===== src/rtl/rr_pkg.sv =====
package rr_pkg;
   // Width of an index into an n-entry vector; at least one bit.
   function automatic int ptr_width(input int n);
      return (n <= 2) ? 1 : $clog2(n);
   endfunction
endpackage


===== src/rtl/rr_thresh_mask.sv =====
module rr_thresh_mask #(
   parameter int N = 6,
   parameter int W = rr_pkg::ptr_width(N)
) (
   input  logic [W-1:0] thresh,
   output logic [N-1:0] above
);
   // Each bit is an independent comparator against a constant: one level of
   // compare logic, no chain between positions.
   for (genvar i = 0; i < N; i++) begin : g_cmp
      assign above[i] = (W'(i) > thresh);
   end
endmodule


===== src/rtl/rr_ctz.sv =====
module rr_ctz #(
   parameter int N = 6,
   parameter int W = rr_pkg::ptr_width(N)
) (
   input  logic [N-1:0] vec,
   output logic [W-1:0] idx,
   output logic         any
);
   localparam int P = 1 << W;

   logic [P-1:0] padded;

   if (P == N) begin : g_exact
      assign padded = vec;
   end else begin : g_pad
      assign padded = {{(P-N){1'b0}}, vec};
   end

   // Binary reduction: each node merges a lower and an upper half, keeping the
   // lower half's index when it has a set bit.
   function automatic logic [W:0] tree(input logic [P-1:0] v);
      logic [P-1:0]        f;
      logic [P-1:0][W-1:0] x;
      f = v;
      x = '0;
      for (int l = 1; l <= W; l++) begin
         for (int j = 0; j < (P >> l); j++) begin
            if (f[2*j]) x[j] = x[2*j];
            else        x[j] = x[2*j+1] | W'(1 << (l-1));
            f[j] = f[2*j] | f[2*j+1];
         end
      end
      return {f[0], x[0]};
   endfunction

   logic [W:0] res;
   assign res = tree(padded);
   assign any = res[W];
   assign idx = res[W-1:0];
endmodule


===== src/rtl/rr_core.sv =====
module rr_core #(
   parameter int N = 6,
   parameter int W = rr_pkg::ptr_width(N)
) (
   input  logic [N-1:0] req,
   input  logic [W-1:0] ptr,
   output logic [W-1:0] grant,
   output logic [W-1:0] ptr_next
);
   logic [N-1:0] above;
   logic [N-1:0] req_hi;
   logic [W-1:0] idx_hi, idx_all;
   logic         any_hi, any_all;

   rr_thresh_mask #(.N(N), .W(W)) u_mask (
      .thresh (ptr),
      .above  (above)
   );

   assign req_hi = req & above;

   rr_ctz #(.N(N), .W(W)) u_ctz_hi (
      .vec (req_hi),
      .idx (idx_hi),
      .any (any_hi)
   );

   rr_ctz #(.N(N), .W(W)) u_ctz_all (
      .vec (req),
      .idx (idx_all),
      .any (any_all)
   );

   logic [W-1:0] pick;
   assign pick     = any_hi ? idx_hi : idx_all;
   assign grant    = any_all ? pick : '0;
   assign ptr_next = any_all ? pick : ptr;
endmodule


===== src/rtl/rr_arbiter.sv =====
module rr_arbiter #(
   parameter  int N = 6,
   localparam int W = rr_pkg::ptr_width(N)
) (
   input  logic         clk,
   input  logic         rst_n,
   input  logic [N-1:0] req,
   output logic [W-1:0] grant,
   output logic [W-1:0] ptr_next,
   output logic [W-1:0] ptr
);
   if (N < 2) begin : g_bad_n
      $error("rr_arbiter: N must be at least 2");
   end

   localparam logic [W-1:0] PTR_RST = W'(N - 1);

   rr_core #(.N(N), .W(W)) u_core (
      .req      (req),
      .ptr      (ptr),
      .grant    (grant),
      .ptr_next (ptr_next)
   );

   always_ff @(posedge clk or negedge rst_n) begin
      if (!rst_n) ptr <= PTR_RST;
      else        ptr <= ptr_next;
   end
endmodule


===== config.mk =====
export PLATFORM = sky130hd
export DESIGN_NAME = rr_arbiter
export DESIGN_NICKNAME = d
export VERILOG_FILES = /design/src/rtl/rr_pkg.sv /design/src/rtl/rr_thresh_mask.sv /design/src/rtl/rr_ctz.sv /design/src/rtl/rr_core.sv /design/src/rtl/rr_arbiter.sv
export SDC_FILE = /design/constraint.sdc
export NUM_CORES = 1
export LEC_CHECK = 0
export ABC_AREA = 1
export BUFFER_PORTS_ARGS = -buffer_cell sky130_fd_sc_hd__buf_4
export CAP_MARGIN = 0
export CORE_AREA = 2 2 39 41
export DETAILED_ROUTE_END_ITERATION = 7
export DIE_AREA = 0 0 41 43
export GPL_ROUTABILITY_DRIVEN = 0
export PLACE_DENSITY = 0.59
export SLEW_MARGIN = 20
export SYNTH_ARGS = -nofsm -noshare
export SYNTH_HDL_FRONTEND = slang
export SYNTH_HIERARCHICAL = 1
export SYNTH_SLANG_ARGS = --single-unit

===== constraint.sdc =====
create_clock -name clk -period 2.25 [get_ports clk]
set_input_delay 0.675 -clock clk [delete_from_list [all_inputs] [get_ports clk]]
set_output_delay 0.675 -clock clk [all_outputs]
set_load 0.1 [all_outputs]

==> impl_results.md, run 1 <==
- Worst setup SP type: flip-flop
- Io pins: 17
- Core area: 0.00138 mm²
- CTS Sinks: 3
- Num rows: 14
- Chip Height: roughly 43 µm
- Most used DFF post-synth: dfstp_2
- Worst path arrival time: 1.98 ns
- Post-synth top cells: inv_1 (30), nand2_1 (28), nand3_1 (4), a21oi_1 (3), nor2_2 (3)
- Cells after Synth: 84
- Cell family with most CP delay: flip-flops
- Die W: about 41 µm
- H-tree Lvls: 1
- Number of synthesized flops with an enable pin: 0
- CTS max path bufs: 2
- Post-DP HPWL: 954 µm
- RSZ-0062 raised after global routing: yes
- Cts bufs inserted: 3
- WL final: 1.34 mm
- Share of the synthesized area in the top cell type: 25.4%
- Average cell area after synthesis: 5.29 µm²
- Worst Hold Class: in -> async
- Max reg flops: 3
- Top reg by flops: ptr
- Later-pin clock latency in the skew report: roughly 0.23 ns
- Iter 0 DRT Violations: 6
- DRC Markers: 0
- Ys Warns: 6
- CP max-delay cell: dfstp_4
- Largest area contributor in the netlist: inv_1
- WHS: 0.228 ns
- Violated checks: negative setup slack
- Ys async rst share: between 90% and 100%
- CP max stage delay: 0.63 ns
- First-pass iteration count of the detailed router: 2
- Critical Path RT: 1.57 ns
- Status: complete, but fails checks
- Crit-path max FO: 4
- Crit. End Element: output port
- CTS tree: yes
- Vias per cell: 4.08
- Vias post-DR: roughly 550
- DRT antenna net count: 0
- Worst path most repeated cell: inv_2
- Count of unique library cells instantiated by Yosys: 16
- Max-cap violations: 0
- Worst setup margin: -0.409 ns
- Cells after DPL: 127
- Fin nets: ~130
- Synth area leaders: inv_1 (25%), nand2_1 (24%), dfstp_2 (12%), dfrtp_1 (5.6%), nor2_4 (5.1%)
- Endpoints failing setup: 6
- Fin. Hold Viols: 0
- Grt ovf: 0
- Number of diodes: 0
- Vias in the first global route: 492
- P&R area growth vs syn: 98.3%
- Sequential share of the synthesized area: 17.5%
- Non-filler cells in the finished layout: 135
- Fin crit period: 2.66 ns
- Antenna violations before repair: 0
- Max-slew violation count: 0
- Count leader, synth: inv_1
- Synth Register Bits: 3
- Layout cells sized above 1: a little over half
- WL per Instance: 9.93 µm
- Fin crit share: 118%
- Initial Utilization: 32.1%
- Clk root buf: clkbuf_4
- Setup_tns: -2.41 ns
- Worst Path Buf+Inv: 6
- Clk_skew: 0.00174 ns
- Synthesized Nets: 92
- Post-cts hold buffer count: 0
- Port bufs: 16
- Setup CP Type: reg -> out
- First-pass GRT wire length: 1.93 mm
- CP Cell Sequence: inv_4, nand2_4, inv_2, nand2_2, inv_2, nor2_4, nand4_1, inv_2, nand2_2, nand3_4, clkinvlp_4, buf_12
- Largest regs: ptr: 3 flops
- Die area: 0.00176 mm²
- Synthesized area: 444 µm²
- Gr usage total: 16.4%
- Fmax: 376 MHz
- Clock slew at the register clock pins of the worst setup and hold paths: 0.04 ns
- Largest net degree at the start of global routing: 5
-- cell type report --
| class | count | area [µm²] |
|---|---|---|
| clock buffer | 4 | 26.3 |
| fill | 117 | 503 |
| inverter | 32 | 134 |
| multi-input combinational | 48 | 299 |
| sequential | 3 | 86.3 |
| tap | 16 | 20.0 |
| timing repair buffer | 32 | 315 |
-- kinds of logic (layout without fill, tap and decap cells) --
kind of cell | Yosys count | count (layout) | share of synthesized area [%]
and+or+nand+nor | 43 | 43 | 48.5
buffers and inverters | 33 | 68 | 28.7
DFF | 3 | 3 | 17.5
other | 1 | 1 | 0.844
AOI/OAI and AO/OA | 4 | 4 | 4.50
-- repair_timing --
item | in CTS | in global routing
buffers inserted | 3 | 1
resized for setup | 19 | 12
setup endpoints to repair | 6 | 6
pin swaps | 6 | 5
-- path summary, 6_finish.rpt --
path | endpoint | from | cells past startpoint | slack, ns
min in group clk | ptr[1] | ptr[1] | 3 | 0.68
max in group asynchronous | ptr[0] | rst_n | 1 | 1.84
max reg2reg | ptr[0] | ptr[2] | 13 | 0.35
max | grant[1] | ptr[2] | 12 | -0.41
min reg2reg | ptr[1] | ptr[1] | 3 | 0.68
min | ptr[1] | rst_n | 1 | 0.23
-- metal layers --
layer	part of all wire (%)	vias to the layer above	GRT usage, %
li1	-	308	-
met1	44	236	23.7
met2	54	5	22.5
met3	0.60	2	1.57
met4	1.0	0	10.0
met5	0	-	0
-- placed cells by master, fill, tap and decap left out --
cell type	count
a21oi_1	3
buf_12	6
buf_4	26
clkbuf_1	1
clkbuf_4	3
clkinvlp_4	3
conb_1	1
dfrtp_2	1
dfstp_4	2
inv_1	23
inv_2	5
inv_4	1
nand2_1	21
nand2_2	7
nand2_4	1
nand3_1	2
nand3_4	3
nand4_1	2
nor2_2	2
nor2_4	3
nor3_2	2
o21ai_0	1
-- stage by stage --
stage	setup WS (ns)	cell area, µm²	utilization (%)
after floorplan	-0.406	482	-
after CTS	-0.386	828	59.9
after global routing	-0.525	881	63.7
final	-0.409	881	63.7
after detailed placement	-0.299	704	50.9
after global placement	-0.258	704	50.9
Power of run 1 is not shown: default switching activity piles up to over one toggle a cycle in this logic, so the estimate is an artifact.
==> inputs of run 2 (changes only) <==
--- a/config.mk
+++ b/config.mk
@@ -12,6 +12,7 @@
 export DETAILED_ROUTE_END_ITERATION = 7
 export DIE_AREA = 0 0 41 43
 export GPL_ROUTABILITY_DRIVEN = 0
+export MAX_ROUTING_LAYER = met4
 export PLACE_DENSITY = 0.59
 export SLEW_MARGIN = 20
 export SYNTH_ARGS = -nofsm -noshare
==> impl_results.md, run 2 (synthesis results as in run 1) <==
- Worst path most repeated cell: inv_2 (unchanged)
- Fin nets: 128 (unchanged)
- First-pass GRT wire length: 1.93 mm (unchanged)
- CP Cell Sequence: inv_4, nand2_4, inv_2, nand2_2, inv_2, nor2_4, nand4_1, inv_2, nand2_2, nand3_4, clkinvlp_4, buf_12 (unchanged)
- DP Worst Slack: -0.299 ns (unchanged)
- DRC Markers: 0 (unchanged)
- P&R area growth vs syn: 98.3% (unchanged)
- Violated checks: negative setup slack (unchanged)
- Largest net degree at the start of global routing: 5 (unchanged)
- H-tree Lvls: 1 (unchanged)
- CTS tree: yes (unchanged)
- CTS max path bufs: 2 (unchanged)
- Setup CP Type: reg -> out (unchanged)
- First-pass iteration count of the detailed router: 2 (unchanged)
- Cts bufs inserted: 3 (unchanged)
- Fmax: 376 MHz (about the same)
- Status: complete, but fails checks (unchanged)
- Grt ovf: 0 (unchanged)
- Cell family with most CP delay: flip-flops (unchanged)
- Dpl cell area: 704 µm² (unchanged)
- DR top layer: met4 (unchanged)
- Worst setup margin: -0.407 ns (was -0.409 ns)
- DRT antenna net count: 0 (unchanged)
- Max-slew violation count: 0 (unchanged)
- Fin crit share: 118% (about the same)
- Finished layout cell area: 881 µm² (unchanged)
- Io pins: 17 (unchanged)
- Crit. End Element: output port (unchanged)
- Fin crit period: 2.66 ns (about the same)
- Num rows: 14 (unchanged)
- CTS Sinks: 3 (unchanged)
- Worst setup SP type: flip-flop (unchanged)
- Core area: 0.00138 mm² (unchanged)
- Chip Height: 43 µm (unchanged)
- Endpoints failing setup: 6 (unchanged)
- Die area: 0.00176 mm² (unchanged)
- Met2 wire length: 728 µm (unchanged)
- Worst Hold Class: in -> async (unchanged)
- Commonest non-fill, non-tap cell in the layout: buf_4 (unchanged)
- Clock slew at the register clock pins of the worst setup and hold paths: 0.04 ns (about the same)
- WL final: 1.34 mm (about the same)
- Post-DP HPWL: 954 µm (unchanged)
- Critical Path RT: 1.57 ns (about the same)
- Most frequent cells in the layout: buf_4 (26), inv_1 (23), nand2_1 (21), nand2_2 (7), buf_12 (6) (unchanged)
- Crit-path max FO: 4 (unchanged)
- Top reg by flops: ptr (unchanged)
- Initial Utilization: 32.1% (unchanged)
- Largest regs: ptr: 3 flops (unchanged)
- RSZ-0062 raised after global routing: yes (unchanged)
- Gr usage total: 16.8% (was 16.4%)
- Worst path arrival time: 1.98 ns (about the same)
- Die W: 41 µm (unchanged)
- Layout cells sized above 1: 54.6% (unchanged)
- Max-cap violations: 0 (unchanged)
- Port bufs: 16 (unchanged)
- Clk root buf: clkbuf_4 (unchanged)
- Vias per cell: 4.07 (was 4.08)
- Metal3 WL: 8 µm (unchanged)
- Clk_skew: 0.00174 ns (about the same)
- Vias post-DR: 550 (was 551)
- Antenna violations before repair: 0 (unchanged)
- CP max-delay cell: dfstp_4 (unchanged)
- WL per Instance: 9.90 µm (was 9.93 µm)
- Fin. Hold Viols: 0 (unchanged)
- Post-Route M1 WL: 585 µm (was 589 µm)
- Worst Path Buf+Inv: 6 (unchanged)
- Max reg flops: 3 (unchanged)
- CP max stage delay: 0.63 ns (about the same)
- Number of diodes: 0 (unchanged)
- Later-pin clock latency in the skew report: 0.23 ns (about the same)
- Vias in the first global route: 492 (unchanged)
- Iter 0 DRT Violations: 4 (was 6)
## run 2: final timing paths
kind                       startpoint        to  slack [ns]  depth (start not counted)
max                            ptr[2]  grant[2]       -0.41                         12
min                             rst_n    ptr[1]        0.23                          1
max reg2reg                    ptr[2]    ptr[0]        0.35                         13
min reg2reg                    ptr[1]    ptr[1]        0.68                          3
max in group asynchronous       rst_n    ptr[0]        1.84                          1
min in group clk               ptr[1]    ptr[1]        0.68                          3
## run 2: metal layers
layer  global-route usage, %  up-vias
li1                        -      308
met1                    23.7      235
met2                    22.5        5
met3                    1.57        2
met4                    10.0        0
met5                       -        -
## run 2: repair_timing
action,4_1_cts,5_1_grt
cloned,0,0
endpoints found under the hold margin,0,0
gates resized for setup,19,12
endpoints found under the setup margin,6,6
hold buffers,0,0
pin swaps,6,5
buffers inserted,3,1
## run 2: metrics by stage
step                      TNS [ns]  util [%]  cells  hold WS, ns
after floorplan              -2.38         -     84        0.379
after global placement       -1.51      50.9    127        0.464
after detailed placement     -1.73      50.9    127        0.464
after CTS                    -2.22      59.9    134        0.218
after global routing         -3.10      63.7    135        0.221
final                        -2.41      63.7    135        0.228
## run 2: final cells by class
class | instances | area, µm²
fillers | 117 | 503
inverters | 32 | 134
multi-input cells | 48 | 299
flip-flops and latches | 3 | 86.3
clock buffers | 4 | 26.3
well taps | 16 | 20.0
repair buffers | 32 | 315
Power of run 2 is left out for the same reason.
==> inputs of run 3 (changes only) <==
--- a/config.mk
+++ b/config.mk
@@ -5,7 +5,6 @@
 export SDC_FILE = /design/constraint.sdc
 export NUM_CORES = 1
 export LEC_CHECK = 0
-export ABC_AREA = 1
 export BUFFER_PORTS_ARGS = -buffer_cell sky130_fd_sc_hd__buf_4
 export CAP_MARGIN = 0
 export CORE_AREA = 2 2 39 41
@@ -13,7 +12,7 @@
 export DIE_AREA = 0 0 41 43
 export GPL_ROUTABILITY_DRIVEN = 0
 export MAX_ROUTING_LAYER = met4
-export PLACE_DENSITY = 0.59
+export PLACE_DENSITY = 0.51
 export SLEW_MARGIN = 20
 export SYNTH_ARGS = -nofsm -noshare
 export SYNTH_HDL_FRONTEND = slang
==> impl_results.md, run 3 <==
- Crit. End Element: output port (unchanged)
- FF-to-FF Start: ptr[0] (was ptr[2])
- Critical Path Stages: 7 (was 12)
- Post-DP HPWL: 893 µm (was 954 µm)
- Die W: 41 µm (unchanged)
- Cts bufs inserted: 3 (unchanged)
- Endpoints failing setup: 6 (unchanged)
- Count of unique library cells instantiated by Yosys: 18 (was 16)
- Number of diodes: 0 (unchanged)
- Ys async rst share: 100% (unchanged)
- Largest area contributor in the netlist: dfstp_2 (was inv_1)
- First-pass iteration count of the detailed router: 2 (unchanged)
- Non-filler cells in the finished layout: 95 (was 135)
- CP Launch Point: ptr[0] (was ptr[2])
- Most used DFF post-synth: dfstp_2 (unchanged)
- CP Cell Sequence: a21oi_2, and2_4, nor4_4, nand2_2, mux2i_4, a21oi_4, buf_12 (was inv_4, nand2_4, inv_2, nand2_2, inv_2, nor2_4, nand4_1, inv_2, nand2_2, nand3_4, clkinvlp_4, buf_12)
- H-tree Lvls: 1 (unchanged)
- WL final: 1.12 mm (was 1.34 mm)
- Io pins: 17 (unchanged)
- Most frequent cells in the layout: buf_4 (26), nor2_1 (7), buf_12 (6), and2_1 (4) (was buf_4 (26), inv_1 (23), nand2_1 (21), nand2_2 (7), buf_12 (6))
- Die area: 0.00176 mm² (unchanged)
- Finished layout cell area: 813 µm² (was 881 µm²)
- Synth Register Bits: 3 (unchanged)
- Fin crit period: 2.85 ns (was 2.66 ns)
- Later-pin clock latency in the skew report: 0.23 ns (about the same)
- First-pass GRT wire length: 1.95 mm (was 1.93 mm)
- Clk_skew: 0.00340 ns (was 0.00174 ns)
- Worst setup SP type: flip-flop (unchanged)
- Worst setup margin: -0.599 ns (was -0.407 ns)
- Commonest non-fill, non-tap cell in the layout: buf_4 (unchanged)
- Average cell area after synthesis: 7.51 µm² (was 5.29 µm²)
- Synthesized area: 338 µm² (was 444 µm²)
- R2R Path End: ptr[0] (unchanged)
- CP max stage delay: 0.63 ns (about the same)
- CTS max path bufs: 2 (unchanged)
- Vias per cell: 4.45 (was 4.07)
- Chip Height: 43 µm (unchanged)
- Clock slew at the register clock pins of the worst setup and hold paths: 0.04 ns (about the same)
- Critical Path RT: 1.57 ns (about the same)
- CTS Sinks: 3 (unchanged)
- R2R Setup Slk: 0.23 ns (was 0.35 ns)
- Post-layout utilization of the core: 58.8% (was 63.7%)
- CTS tree: yes (unchanged)
- RSZ-0062 raised after global routing: yes (unchanged)
- Port bufs: 16 (unchanged)
- Status: complete, but fails checks (unchanged)
- Layout cells sized above 1: 72.2% (was 54.6%)
- Max reg flops: 3 (unchanged)
- Core area: 0.00138 mm² (unchanged)
- Dpl cell area: 652 µm² (was 704 µm²)
- Iter 0 DRT Violations: 4 (unchanged)
- Gr usage total: 16.9% (was 16.8%)
- Sequential share of the synthesized area: 23.0% (was 17.5%)
- P&R area growth vs syn: 141% (was 98.3%)
- Max-cap violations: 0 (unchanged)
- Initial Utilization: 24.4% (was 32.1%)
- Post-cts hold buffer count: 0 (unchanged)
- Fin. Hold Viols: 0 (unchanged)
- Synth area leaders: dfstp_2 (16%), and2_1 (11%), nor2b_1 (9.3%), mux2i_1 (8.9%), nor2_1 (8.9%) (was inv_1 (25%), nand2_1 (24%), dfstp_2 (12%), dfrtp_1 (5.6%), nor2_4 (5.1%))
- Clk root buf: clkbuf_4 (unchanged)
- CP max-delay cell: dfstp_4 (unchanged)
- Cells after Synth: 45 (was 84)
- Setup CP Type: reg -> out (unchanged)
- Fmax: 351 MHz (was 376 MHz)
- Count leader, synth: nor2_1 (was inv_1)
- Antenna violations before repair: 0 (unchanged)
- R2R cell count: 8 (was 13)
- Vias post-DR: 423 (was 550)
- DRC Markers: 0 (unchanged)
- Crit path to: ptr_next[0] (was grant[2])
- DRT antenna net count: 0 (unchanged)
- Cell family with most CP delay: flip-flops (unchanged)
- Post-synth top cells: nor2_1 (8), and2_1 (6), nor2b_1 (5), a21oi_1 (4), mux2i_1 (3) (was inv_1 (30), nand2_1 (28), nand3_1 (4), a21oi_1 (3), nor2_2 (3))
- Max-slew violation count: 0 (unchanged)
- Fin nets: 88 (was 128)
- Vias in the first global route: 490 (was 492)
- Ys Warns: 6 (unchanged)
- Violated checks: negative setup slack (unchanged)
- Fin crit share: 127% (was 118%)
- Crit-path max FO: 4 (unchanged)
- Worst Path Buf+Inv: 1 (was 6)
- Largest regs: ptr: 3 flops (unchanged)
- Worst Hold Class: in -> async (unchanged)
- Largest net degree at the start of global routing: 10 (was 5)
- WL per Instance: 11.7 µm (was 9.90 µm)
- Synthesized Nets: 53 (was 92)
- Cells after DPL: 87 (was 127)
- Setup_tns: -3.41 ns (was -2.41 ns)
- Num rows: 14 (unchanged)
- Worst path arrival time: 2.17 ns (was 1.98 ns)
- Number of synthesized flops with an enable pin: 0 (unchanged)
- Top reg by flops: ptr (unchanged)
- Share of the synthesized area in the top cell type: 15.6% (was 25.4%)
- Grt ovf: 0 (unchanged)
-- run 3: cell types whose count changed after synthesis, sizes merged, moves of 2 or more --
cell,before,now
nor3b,0,2
nand4,2,0
mux2i,0,3
nor4,0,2
nand2,29,2
nor2,5,8
nand3,5,0
and2,0,6
nor2b,0,5
inv,32,1
o31a,0,2
-- run 3: cells by family (layout without fill, tap and decap cells) --
| kind of cell | count (synthesis) | after routing | share of synthesized area, % |
|---|---|---|---|
| buf+inv | 3 | 37 | 4.44 |
| simple gates | 28 | 28 | 49.3 |
| flops | 3 | 3 | 23.0 |
| compound gates | 7 | 7 | 13.3 |
| mux | 3 | 3 | 8.89 |
| other cells | 1 | 1 | 1.11 |
-- run 3: how the worst min path moves through the flow --
stage	startpoint	endpoint	slack, ns
2_1_floorplan	rst_n	ptr[1]	0.38
3_3_place_gp	rst_n	ptr[1]	0.47
3_5_place_dp	rst_n	ptr[1]	0.47
4_1_cts	rst_n	ptr[1]	0.22
5_1_grt	rst_n	ptr[1]	0.22
6_report	rst_n	ptr[1]	0.23
-- run 3: metal layers --
layer / track usage, % / up-vias / routed length [µm]
met5: - / - / 0
met4: 8.00 / 0 / 0
met3: 3.14 / 0 / 15
met2: 27.8 / 7 / 672
met1: 18.6 / 197 / 427
li1: - / 219 / -
-- run 3: layout make-up --
cell class                      instances  area, µm²
Multi-Input combinational cell         39        362
Clock buffer                            4       26.3
Tap cell                               16       20.0
Fill cell                             139        571
Inverter                                1       3.75
Sequential cell                         3       86.3
Timing Repair Buffer                   32        315
-- run 3: through the flow --
stage	setup WS, ns	hold slack (ns)
after global placement	-0.624	0.466
after global routing	-0.667	0.219
after detailed placement	-0.646	0.470
after CTS	-0.628	0.222
final	-0.599	0.229
after floorplan	-0.726	0.379
-- run 3: worst reg2reg max path, cell delays in order (launching register included) --
cell and delay [ns]:
dfstp_4 0.63, a21oi_2 0.06, and2_4 0.15, nor4_4 0.28
nand2_2 0.19, mux2i_4 0.26, a21oi_4 0.18, buf_4 0.13
buf_4 0.08
-- run 3: repair_timing --
item | 4_1_cts | 5_1_grt
setup endpoints to repair | 6 | 6
setup buffers | 2 | 2
pin swaps | 3 | 2
resized for setup | 24 | 0
Power of run 3 is left out for the same reason.
